==> src/rtl/cfgport_pkg.sv <==
package cfgport_pkg;
  localparam int IO_ADDR_W = 16;
  localparam int DW_ADDR_W = IO_ADDR_W - 2;
  localparam int DATA_W    = 32;
  localparam int BE_W      = DATA_W / 8;
  localparam int BUS_W     = 8;
  localparam int DEV_W     = 5;
  localparam int FUNC_W    = 3;
  localparam int REG_W     = 6;

  // Latch bits that survive a write: enable, bus, device, function, register
  localparam logic [DATA_W-1:0] LATCH_KEEP = 32'h80FF_FFFC;

  typedef enum logic [1:0] {
    ACC_NONE,
    ACC_M1_ADDR,
    ACC_M2_REGS,
    ACC_WINDOW
  } acc_kind_e;

  typedef enum logic [1:0] {
    ST_IDLE,
    ST_REQ,
    ST_RESP
  } fsm_e;

  typedef struct packed {
    logic              write;
    logic [BUS_W-1:0]  bus;
    logic [DEV_W-1:0]  dev;
    logic [FUNC_W-1:0] func;
    logic [REG_W-1:0]  regi;
    logic [BE_W-1:0]   be;
    logic [DATA_W-1:0] wdata;
  } cfg_req_t;
endpackage

==> src/rtl/cfgport_m1_latch.sv <==
module cfgport_m1_latch
  import cfgport_pkg::*;
(
  input  logic              clk,
  input  logic              rst,
  input  logic              wr_en,
  input  logic [DATA_W-1:0] wr_data,
  output logic [DATA_W-1:0] latch_q
);
  always_ff @(posedge clk) begin
    if (rst)        latch_q <= '0;
    else if (wr_en) latch_q <= wr_data & LATCH_KEEP;
  end
endmodule

==> src/rtl/cfgport_m2_regs.sv <==
module cfgport_m2_regs
  import cfgport_pkg::*;
#(
  parameter int EN_LANE  = 0,
  parameter int FWD_LANE = 2
) (
  input  logic              clk,
  input  logic              rst,
  input  logic              wr_en,
  input  logic [BE_W-1:0]   wr_be,
  input  logic [DATA_W-1:0] wr_data,
  output logic [7:0]        en_q,
  output logic [7:0]        fwd_q
);
  always_ff @(posedge clk) begin
    if (rst) begin
      en_q  <= '0;
      fwd_q <= '0;
    end else if (wr_en) begin
      if (wr_be[EN_LANE])  en_q  <= wr_data[EN_LANE*8 +: 8];
      if (wr_be[FWD_LANE]) fwd_q <= wr_data[FWD_LANE*8 +: 8];
    end
  end
endmodule

==> src/rtl/cfgport_decode.sv <==
module cfgport_decode
  import cfgport_pkg::*;
#(
  parameter logic [IO_ADDR_W-1:0] M1_ADDR_PORT = 16'h0CF8,
  parameter logic [IO_ADDR_W-1:0] M1_DATA_PORT = 16'h0CFC,
  parameter logic [IO_ADDR_W-1:0] M2_WIN_BASE  = 16'hC000
) (
  input  logic                 mech_sel,
  input  logic [DW_ADDR_W-1:0] dw_addr,
  input  logic                 wr,
  input  logic [BE_W-1:0]      be,
  input  logic [DATA_W-1:0]    wdata,
  input  logic [DATA_W-1:0]    latch,
  input  logic [7:0]           en,
  input  logic [7:0]           fwd,
  output acc_kind_e            kind,
  output logic                 win_open,
  output cfg_req_t             req
);
  localparam logic [DW_ADDR_W-1:0] M1A_DW = M1_ADDR_PORT[IO_ADDR_W-1:2];
  localparam logic [DW_ADDR_W-1:0] M1D_DW = M1_DATA_PORT[IO_ADDR_W-1:2];
  localparam logic [3:0]           M2_PAGE = M2_WIN_BASE[IO_ADDR_W-1 -: 4];

  always_comb begin
    kind      = ACC_NONE;
    win_open  = 1'b0;
    req       = '0;
    req.write = wr;
    req.be    = be;
    req.wdata = wdata;
    if (!mech_sel) begin
      if (dw_addr == M1A_DW)      kind = ACC_M1_ADDR;
      else if (dw_addr == M1D_DW) kind = ACC_WINDOW;
      win_open = latch[31];
      req.bus  = latch[23:16];
      req.dev  = latch[15:11];
      req.func = latch[10:8];
      req.regi = latch[7:2];
    end else begin
      if (dw_addr == M1A_DW)                          kind = ACC_M2_REGS;
      else if (dw_addr[DW_ADDR_W-1 -: 4] == M2_PAGE)  kind = ACC_WINDOW;
      win_open = (en[7:4] == 4'hF);
      req.bus  = fwd;
      req.dev  = {1'b0, dw_addr[9:6]};
      req.func = en[3:1];
      req.regi = dw_addr[5:0];
    end
  end
endmodule

==> src/rtl/cfgport_decoder.sv <==
module cfgport_decoder
  import cfgport_pkg::*;
#(
  parameter logic [IO_ADDR_W-1:0] M1_ADDR_PORT = 16'h0CF8,
  parameter logic [IO_ADDR_W-1:0] M1_DATA_PORT = 16'h0CFC,
  parameter logic [IO_ADDR_W-1:0] M2_WIN_BASE  = 16'hC000
) (
  input  logic                 clk,
  input  logic                 rst,
  input  logic                 mech_sel,
  input  logic                 io_strobe,
  input  logic                 io_wr,
  input  logic [DW_ADDR_W-1:0] io_addr,
  input  logic [BE_W-1:0]      io_be,
  input  logic [DATA_W-1:0]    io_wdata,
  output logic                 io_ready,
  output logic [DATA_W-1:0]    io_rdata,
  output logic                 cfg_req_valid,
  output logic                 cfg_req_write,
  output logic [BUS_W-1:0]     cfg_bus,
  output logic [DEV_W-1:0]     cfg_dev,
  output logic [FUNC_W-1:0]    cfg_func,
  output logic [REG_W-1:0]     cfg_reg,
  output logic [BE_W-1:0]      cfg_be,
  output logic [DATA_W-1:0]    cfg_wdata,
  input  logic                 cfg_ack,
  input  logic [DATA_W-1:0]    cfg_rdata
);
  fsm_e              state_q;
  cfg_req_t          req_q;
  cfg_req_t          dec_req;
  acc_kind_e         dec_kind;
  logic              dec_win_open;
  logic [DATA_W-1:0] latch_q;
  logic [7:0]        en_q;
  logic [7:0]        fwd_q;
  logic [DATA_W-1:0] rdata_q;
  logic              take;

  assign take = (state_q == ST_IDLE) && io_strobe && (dec_kind != ACC_NONE);

  cfgport_decode #(
    .M1_ADDR_PORT(M1_ADDR_PORT),
    .M1_DATA_PORT(M1_DATA_PORT),
    .M2_WIN_BASE (M2_WIN_BASE)
  ) u_decode (
    .mech_sel (mech_sel),
    .dw_addr  (io_addr),
    .wr       (io_wr),
    .be       (io_be),
    .wdata    (io_wdata),
    .latch    (latch_q),
    .en       (en_q),
    .fwd      (fwd_q),
    .kind     (dec_kind),
    .win_open (dec_win_open),
    .req      (dec_req)
  );

  // Only a full-dword write reaches the latch
  cfgport_m1_latch u_m1 (
    .clk     (clk),
    .rst     (rst),
    .wr_en   (take && dec_kind == ACC_M1_ADDR && io_wr && (io_be == '1)),
    .wr_data (io_wdata),
    .latch_q (latch_q)
  );

  cfgport_m2_regs u_m2 (
    .clk     (clk),
    .rst     (rst),
    .wr_en   (take && dec_kind == ACC_M2_REGS && io_wr),
    .wr_be   (io_be),
    .wr_data (io_wdata),
    .en_q    (en_q),
    .fwd_q   (fwd_q)
  );

  always_ff @(posedge clk) begin
    if (rst) begin
      state_q <= ST_IDLE;
      req_q   <= '0;
      rdata_q <= '0;
    end else begin
      unique case (state_q)
        ST_IDLE: if (take) begin
          unique case (dec_kind)
            ACC_M1_ADDR: begin
              rdata_q <= latch_q;
              state_q <= ST_RESP;
            end
            ACC_M2_REGS: begin
              rdata_q <= {8'h00, fwd_q, 8'h00, en_q};
              state_q <= ST_RESP;
            end
            default: begin
              if (dec_win_open) begin
                req_q   <= dec_req;
                state_q <= ST_REQ;
              end else begin
                rdata_q <= '1;
                state_q <= ST_RESP;
              end
            end
          endcase
        end
        ST_REQ: if (cfg_ack) begin
          rdata_q <= req_q.write ? '0 : cfg_rdata;
          state_q <= ST_RESP;
        end
        default: state_q <= ST_IDLE;
      endcase
    end
  end

  assign io_ready      = (state_q == ST_RESP);
  assign io_rdata      = rdata_q;
  assign cfg_req_valid = (state_q == ST_REQ);
  assign cfg_req_write = req_q.write;
  assign cfg_bus       = req_q.bus;
  assign cfg_dev       = req_q.dev;
  assign cfg_func      = req_q.func;
  assign cfg_reg       = req_q.regi;
  assign cfg_be        = req_q.be;
  assign cfg_wdata     = req_q.wdata;

  a_r9_ready_pulse: assert property (@(posedge clk) disable iff (rst)
    io_ready |=> !io_ready);

  a_r9_one_outstanding: assert property (@(posedge clk) disable iff (rst)
    io_ready |-> !cfg_req_valid);

  a_r9_req_hold: assert property (@(posedge clk) disable iff (rst)
    (cfg_req_valid && !cfg_ack) |=> (cfg_req_valid && $stable(cfg_bus) &&
      $stable(cfg_dev) && $stable(cfg_func) && $stable(cfg_reg) &&
      $stable(cfg_req_write) && $stable(cfg_wdata) && $stable(cfg_be)));

  a_r7_open_only: assert property (@(posedge clk) disable iff (rst)
    $rose(cfg_req_valid) |-> $past(dec_win_open));

  a_r6_dev_range: assert property (@(posedge clk) disable iff (rst)
    (cfg_req_valid && mech_sel) |-> !cfg_dev[DEV_W-1]);

  a_r2_reserved_zero: assert property (@(posedge clk) disable iff (rst)
    (take && dec_kind == ACC_M1_ADDR && !io_wr) |=> ((io_rdata & ~LATCH_KEEP) == '0));
endmodule

==> config.mk <==
export PLATFORM = sky130hd
export DESIGN_NAME = cfgport_decoder
export DESIGN_NICKNAME = d
export VERILOG_FILES = /design/src/rtl/cfgport_pkg.sv /design/src/rtl/cfgport_m1_latch.sv /design/src/rtl/cfgport_m2_regs.sv /design/src/rtl/cfgport_decode.sv /design/src/rtl/cfgport_decoder.sv
export SDC_FILE = /design/constraint.sdc
export NUM_CORES = 1
export LEC_CHECK = 0
export ABC_AREA = 1
export BUFFER_PORTS_ARGS = -buffer_cell sky130_fd_sc_hd__buf_2
export CORE_MARGIN = 2
export CORE_UTILIZATION = 35
export CTS_BUF_LIST = sky130_fd_sc_hd__clkbuf_8
export DETAILED_ROUTE_END_ITERATION = 8
export GPL_TIMING_DRIVEN = 1
export PLACE_DENSITY = 0.63
export SETUP_SLACK_MARGIN = 0.15
export SLEW_MARGIN = 20
export SYNTH_ARGS = -nofsm -noshare
export SYNTH_HDL_FRONTEND = slang
export SYNTH_HIERARCHICAL = 1
export SYNTH_SLANG_ARGS = --single-unit
==> constraint.sdc <==
create_clock -name clk -period 3.1 [get_ports clk]
set_input_delay 0 -clock clk [delete_from_list [all_inputs] [get_ports clk]]
set_output_delay 0 -clock clk [all_outputs]
set_load 0.05 [all_outputs]
==> results of run 1 <==
==> final timing paths <==
path,endpoint,startpoint,slack [ns],cells past startpoint
worst max-delay path,cfg_wdata[27],io_addr[4],0.72,15
worst max register to register,cfg_bus[2],u_m2/en_q[7],1.22,7
worst min register to register,cfg_wdata[30],cfg_wdata[30],0.46,2
worst min-delay path,cfg_reg[0],mech_sel,0.14,5
==> metal layers <==
metal | track usage [%] | vias up | share of wire, %
li1 | - | 3670 | -
met1 | 28.0 | 3175 | 46
met2 | 33.9 | 220 | 46
met3 | 4.21 | 45 | 5.0
met4 | 8.36 | 0 | 2.8
met5 | 0 | - | 0
==> per-stage QoR <==
stage | total power [mW] | setup WS, ns | hold WS (ns)
2_1_floorplan | 2.02 | 0.908 | 0.135
3_3_place_gp | 2.11 | 0.812 | 0.249
3_5_place_dp | 2.11 | 0.766 | 0.264
4_1_cts | 3.87 | 0.786 | 0.106
5_1_grt | 3.99 | 0.485 | 0.169
6_report | 3.84 | 0.720 | 0.143
==> Yosys cell counts <==
cell / instances
sky130_fd_sc_hd__inv_1: 91
sky130_fd_sc_hd__buf_1: 3
sky130_fd_sc_hd__inv_2: 1
sky130_fd_sc_hd__nor2_1: 151
sky130_fd_sc_hd__buf_4: 54
sky130_fd_sc_hd__or2_0: 1
sky130_fd_sc_hd__nand2_1: 434
sky130_fd_sc_hd__nor3_1: 1
sky130_fd_sc_hd__nand3b_1: 1
sky130_fd_sc_hd__nor2_2: 4
sky130_fd_sc_hd__dfxtp_1: 132
sky130_fd_sc_hd__a21oi_1: 61
sky130_fd_sc_hd__nand2_2: 7
sky130_fd_sc_hd__nand4_1: 62
sky130_fd_sc_hd__nor4_1: 1
sky130_fd_sc_hd__clkbuf_1: 22
sky130_fd_sc_hd__ha_1: 3
sky130_fd_sc_hd__nand3_1: 22
sky130_fd_sc_hd__conb_1: 1
sky130_fd_sc_hd__o21ai_0: 2
sky130_fd_sc_hd__clkbuf_8: 1
sky130_fd_sc_hd__buf_2: 29
sky130_fd_sc_hd__buf_6: 7
==> critical path, stage by stage <==
cell	delay (ns)
sky130_fd_sc_hd__dlygate4sd3_1	0.56
sky130_fd_sc_hd__buf_2	0.13
sky130_fd_sc_hd__nand2_1	0.05
sky130_fd_sc_hd__inv_1	0.05
sky130_fd_sc_hd__nand2_1	0.05
sky130_fd_sc_hd__nor2_1	0.13
sky130_fd_sc_hd__nand3_1	0.10
sky130_fd_sc_hd__nand3_1	0.15
sky130_fd_sc_hd__inv_1	0.07
sky130_fd_sc_hd__ha_1	0.45
sky130_fd_sc_hd__nor2_4	0.08
sky130_fd_sc_hd__nand3_2	0.07
sky130_fd_sc_hd__buf_4	0.52
sky130_fd_sc_hd__nand2_1	0.11
sky130_fd_sc_hd__a21oi_1	0.18
==> cell families after synthesis <==
logic type,count (synthesis),share of synthesized area (%)
AOI/OAI and AO/OA,63,4.59
adders and majority gates,3,0.547
buffers and inverters,208,15.8
DFF,132,38.5
other,1,0.0546
and+or+nand+nor,684,40.6
==> cell type report <==
class	count	area, sq um
Fill cell	2004	10500
Inverter	92	345
Tap cell	265	332
Multi-Input combinational cell	759	3210
Timing Repair Buffer	275	1840
Clock buffer	23	317
Clock inverter	9	148
Sequential cell	132	2640
==> power by group <==
part | total, mW | internal, mW | switching [mW]
combinational | 0.427 | 0.166 | 0.261
clock | 1.68 | 1.00 | 0.683
sequential | 1.73 | 1.72 | 0.0110
total | 3.84 | 2.88 | 0.955
==> timing repair <==
item,4_1_cts,5_1_grt
endpoints found under the hold margin,119,0
resized for setup,0,0
hold buffers,81,0
setup buffers,0,0
==> impl_metrics.py, run 1 <==
metrics = {
    "clock_network": {
        "cts_bufs_inserted": 17,
        "cts_tree": "yes",
        "htreeDepth": 4,
        "deepest_clock_path_buffer_count": 2,
        "worst_setup_hold_path_clk_slew_ns": 0.07,
        "cts_sinks": 132,
        "clockRootBuffer": "sky130_fd_sc_hd__clkbuf_8",
        "worstSkewPairLatency_ns": 0.45,
    },
    "yosys": {
        "syn-mean-instance-area_sq_um": 6.30,
        "top_cells_by_area_in_the_synthesized_netlist": "sky130_fd_sc_hd__dfxtp_1 38%, sky130_fd_sc_hd__nand2_1 24%, sky130_fd_sc_hd__nor2_1 8.3%, sky130_fd_sc_hd__buf_4 5.9%, sky130_fd_sc_hd__nand4_1 5.6%",
        "syn-instance-count": 1091,
        "synth-seq-area-share_pct": 38.5,
        "synth_cell_type_count": 23,
        "ys_ff_latch": 132,
        "synth_largest_area_cell": "sky130_fd_sc_hd__dfxtp_1",
        "ys_warn_count": 6,
        "post-synth-top-area-fraction_pct": 38.5,
        "post_synth_instance_area_sq_um": 6870,
    },
    "sta": {
        "tns_ns": 0,
        "slew-limit-headroom_pct": 38.7,
        "finalCriticalPeriod_ns": 2.38,
        "rsz_0062_raised_after_global_routing": "false",
        "timing_worst_slew_pin_value_ns": 0.915,
        "final_hold_fails": 0,
        "achievable-frequency_ghz": 0.420,
        "finalCritPeriodShare_pct": 76.8,
        "setup_viol": 0,
        "clock-skew-final_ns": 0.0159,
        "final-max-slew-violation-count": 0,
    },
    "floorplan": {
        "die_height_um": 144,
        "std_cell_rows": 51,
        "effective_utilization_at_floorplan_pct": 35.5,
        "floorplan.io_pins": 181,
        "dieArea_sq_um": 20800,
        "placeableCoreArea_sq_um": 19300,
        "fp.dieW_um": 144,
    },
    "grt": {
        "vias_in_the_first_global_route": 6719,
        "grt_usage_pct": 21.2,
        "grt_start_max_net_pins": 66,
        "antenna_found_initial": 0,
        "grt_first_pass_wirelength_mm": 34.2,
        "grt_overflow_total": 0,
    },
    "route": {
        "drcViolationCount": 0,
        "postRouteWirelength_mm": 21.7,
        "drtPass1Iterations": 5,
        "wl_per_cell_um": 13.9,
        "antenna_left": 0,
        "dr.first_iter.drc_count": 499,
        "via_count": 7110,
        "route.detailed.vias_per_inst": 4.57,
    },
    "placement": {
        "place.port_buffers": 180,
        "placedInstanceArea_sq_um": 7560,
        "dpl.hpwl_mm": 14.7,
        "place.detailed.instances": 1442,
        "place.gp.congestion": 0.913,
    },
    "min_path": {
        "min_path_type": "input pin to register",
    },
    "critical_path": {
        "critPathKind": "input pin to register",
        "timing.critical_path.from_type": "input pin",
        "worst_ep_required_time_ns": 3.46,
        "largest_fanout_of_any_net_on_the_critical_path": 60,
        "worstPathArrival_ns": 2.74,
        "worstSetupEndpointType": "register",
    },
    "status": {
        "status": "complete, no violations",
    },
    "power_and_ir_drop": {
        "vdd_ir_drop_max_v": 0.000273,
        "pwr_density_cell_nw_per_um2": 435,
        "p_leak_nw": 4.29,
    },
    "final_layout": {
        "final_util_pct": 45.7,
        "drive_above_1_share_pct": 18.7,
        "final_cell_area_sq_um": 8830,
        "commonest_cells_after_routing_fill_and_taps_aside": "434 x sky130_fd_sc_hd__nand2_1, 180 x sky130_fd_sc_hd__buf_2, 150 x sky130_fd_sc_hd__nor2_1",
        "mostFrequentLayoutCell": "sky130_fd_sc_hd__nand2_1",
        "synthToLayoutAreaGrowth_pct": 28.6,
        "num-nets-final": 1368,
        "finish.cell_count_without_fillers": 1555,
        "insertedDiodeCount": 0,
    },
    "run": {
        "cap_viol_max_count": 0,
    },
}
Note: power is estimated with default switching activity, not from simulation.
==> run 2: changes to the inputs <==
Settings changed: PLACE_DENSITY 0.63 to 0.65.
Clock period 3.1 ns to 2.05 ns, I/O delays scaled along.
==> run 2 against run 1 <==
Against the previous run:
- hold slack worse by 0.11 ns
- count of clock-buffer cells in the layout fell by 1
- final area is 2.1% higher
- flip-flop and latch count unchanged
- worst setup slack lost 0.40 ns
==> impl_metrics.py, run 2 (synthesis results as in run 1) <==
metrics = {
    "power_and_ir_drop": {
        "pwr_density_cell_nw_per_um2": 628,
        "vdd_ir_drop_max_v": 0.000395,
        "p_leak_nw": 4.40,
    },
    "final_layout": {
        "multi_input_comb_area_sq_um": 3220,
        "finish.cell_count_without_fillers": 1573,
        "fillerInstances": 2029,
        "insertedDiodeCount": 0,
        "num-nets-final": 1387,
        "register_area_sq_um": 2640,
        "commonest_cells_after_routing_fill_and_taps_aside": "434 x sky130_fd_sc_hd__nand2_1, 180 x sky130_fd_sc_hd__buf_2, 150 x sky130_fd_sc_hd__nor2_1",
        "drive_above_1_share_pct": 19.9,
        "synthToLayoutAreaGrowth_pct": 31.3,
        "mostFrequentLayoutCell": "sky130_fd_sc_hd__nand2_1",
    },
    "clock_network": {
        "cts_bufs_inserted": 17,
        "worstSkewPairLatency_ns": 0.45,
        "cts_sinks": 132,
        "htreeDepth": 4,
        "cts_tree": "yes",
        "worst_setup_hold_path_clk_slew_ns": 0.08,
        "clockRootBuffer": "sky130_fd_sc_hd__clkbuf_8",
        "deepest_clock_path_buffer_count": 2,
        "postCtsSetupRepairBufs": 0,
    },
    "route": {
        "drcViolationCount": 0,
        "drtPass1Iterations": 6,
        "route.detailed.vias_per_inst": 4.60,
        "antenna_left": 0,
        "wl_per_cell_um": 13.9,
        "via_count": 7233,
        "dr.first_iter.drc_count": 469,
        "postRouteWirelength_mm": 21.8,
    },
    "placement": {
        "place.gp.congestion": 0.858,
        "place.port_buffers": 180,
        "dpl.hpwl_mm": 15.3,
        "place.detailed.instances": 1461,
    },
    "sta": {
        "rsz_0062_raised_after_global_routing": "false",
        "clock-skew-final_ns": 0.0104,
        "final_hold_fails": 0,
        "tns_ns": 0,
        "final-max-slew-violation-count": 0,
        "finalCritPeriodShare_pct": 84.2,
        "timing_worst_slew_pin_value_ns": 0.722,
        "achievable-frequency_ghz": 0.579,
        "finalCriticalPeriod_ns": 1.73,
        "setup_viol": 0,
        "slew-limit-headroom_pct": 51.8,
    },
    "min_path": {
        "timing.hold.worst.start": "mech_sel",
        "min_path_type": "input pin to register",
        "holdPathEnd": "cfg_dev[4]",
        "hold_path_depth": 5,
    },
    "floorplan": {
        "fp.dieW_um": 144,
        "placeableCoreArea_sq_um": 19300,
        "die_height_um": 144,
        "dieArea_sq_um": 20800,
        "effective_utilization_at_floorplan_pct": 35.5,
        "std_cell_rows": 51,
        "floorplan.io_pins": 181,
    },
    "critical_path": {
        "largest_fanout_of_any_net_on_the_critical_path": 22,
        "critPathKind": "register to register",
        "crit_path_most_repeated_cell": "sky130_fd_sc_hd__nand4_1",
        "worst_ep_required_time_ns": 2.43,
        "worst_path_max_delay_cell": "sky130_fd_sc_hd__dfxtp_1",
        "timing.reg2reg.setup_slack_ns": 0.32,
        "worstPathArrival_ns": 2.11,
        "timing.rr.end": "cfg_wdata[20]",
        "timing.critical_path.from_type": "register",
        "worst_r2r_startpoint": "u_m2/en_q[7]",
        "r2r_cell_count": 7,
        "slowest_cell_delay_on_critical_path_ns": 0.36,
        "crit_path_cell_chain": "nand4_1, o21ai_1, inv_1, nor2_4, buf_4, nand4_1, a21oi_1",
        "worstSetupEndpointType": "register",
    },
    "grt": {
        "grt_usage_pct": 21.2,
        "grt_overflow_total": 0,
        "vias_in_the_first_global_route": 6748,
        "grt_start_max_net_pins": 41,
        "antenna_found_initial": 0,
        "grt_first_pass_wirelength_mm": 34.2,
    },
    "run": {
        "cap_viol_max_count": 0,
    },
    "status": {
        "status": "complete, no violations",
    },
}
==> run 2: power breakdown <==
group	total, mW	switching [mW]	internal (mW)
Clock	2.39	1.04	1.35
Sequential	2.61	0.0168	2.60
Combinational	0.663	0.399	0.264
Total	5.66	1.45	4.21
==> run 2: metrics by stage <==
| step | hold WS, ns | power [mW] | cell area (sq um) | utilization [%] | setup WS, ns |
|---|---|---|---|---|---|
| detailed placement | 0.251 | 3.21 | 7780 | 40.2 | -0.0785 |
| global route | 0.0446 | 5.89 | 9020 | 46.6 | 0.155 |
| CTS | 0.00558 | 5.71 | 9020 | 46.6 | 0.234 |
| floorplan | 0.135 | 3.06 | 6920 | - | 0.153 |
| finish | 0.0306 | 5.66 | 9020 | 46.6 | 0.324 |
| global placement | 0.247 | 3.21 | 7780 | 40.2 | -0.0761 |
==> run 2: timing repair <==
| action | 4_1_cts | 5_1_grt |
|---|---|---|
| hold endpoints to repair | 122 | 0 |
| setup endpoints to repair | 0 | 37 |
| hold buffers | 81 | 0 |
| resized for setup | 0 | 1 |
==> run 2: worst max-delay path by stage <==
stage                      start               end  slack, ns  cells after the start
floorplan            io_addr[13]  u_m1/latch_q[16]       0.15                     17
global placement     io_addr[13]     cfg_wdata[20]      -0.08                     13
detailed placement   io_addr[13]     cfg_wdata[20]      -0.08                     13
CTS                 u_m2/en_q[7]     cfg_wdata[20]       0.23                      7
global route         io_addr[13]      cfg_wdata[2]       0.16                     13
finish              u_m2/en_q[7]     cfg_wdata[20]       0.32                      7
==> run 2: critical path: cells and delay by family, from the launching register on <==
kind	cells	cell delay, ns
AO/OA/AOI/OAI	2	0.38
AND/OR/NAND/NOR	3	0.50
flip-flops	1	0.36
buffers and inverters	2	0.41
==> run 2: layer usage <==
| metal | global-route usage [%] | vias to the layer above | part of all wire [%] |
|---|---|---|---|
| met2 | 34.6 | 251 | 46 |
| li1 | - | 3705 | - |
| met4 | 7.74 | 0 | 2.2 |
| met5 | 0 | - | 0 |
| met3 | 3.64 | 35 | 6.3 |
| met1 | 28.2 | 3242 | 46 |
==> run 2: cell type report <==
cell class | count | area share [%]
multi-input combinational | 759 | 35.7
sequential | 132 | 29.3
timing repair buffer | 294 | 22.7
inverter | 92 | 3.83
tap | 265 | 3.68
clock buffer | 22 | 3.36
clock inverter | 9 | 1.40
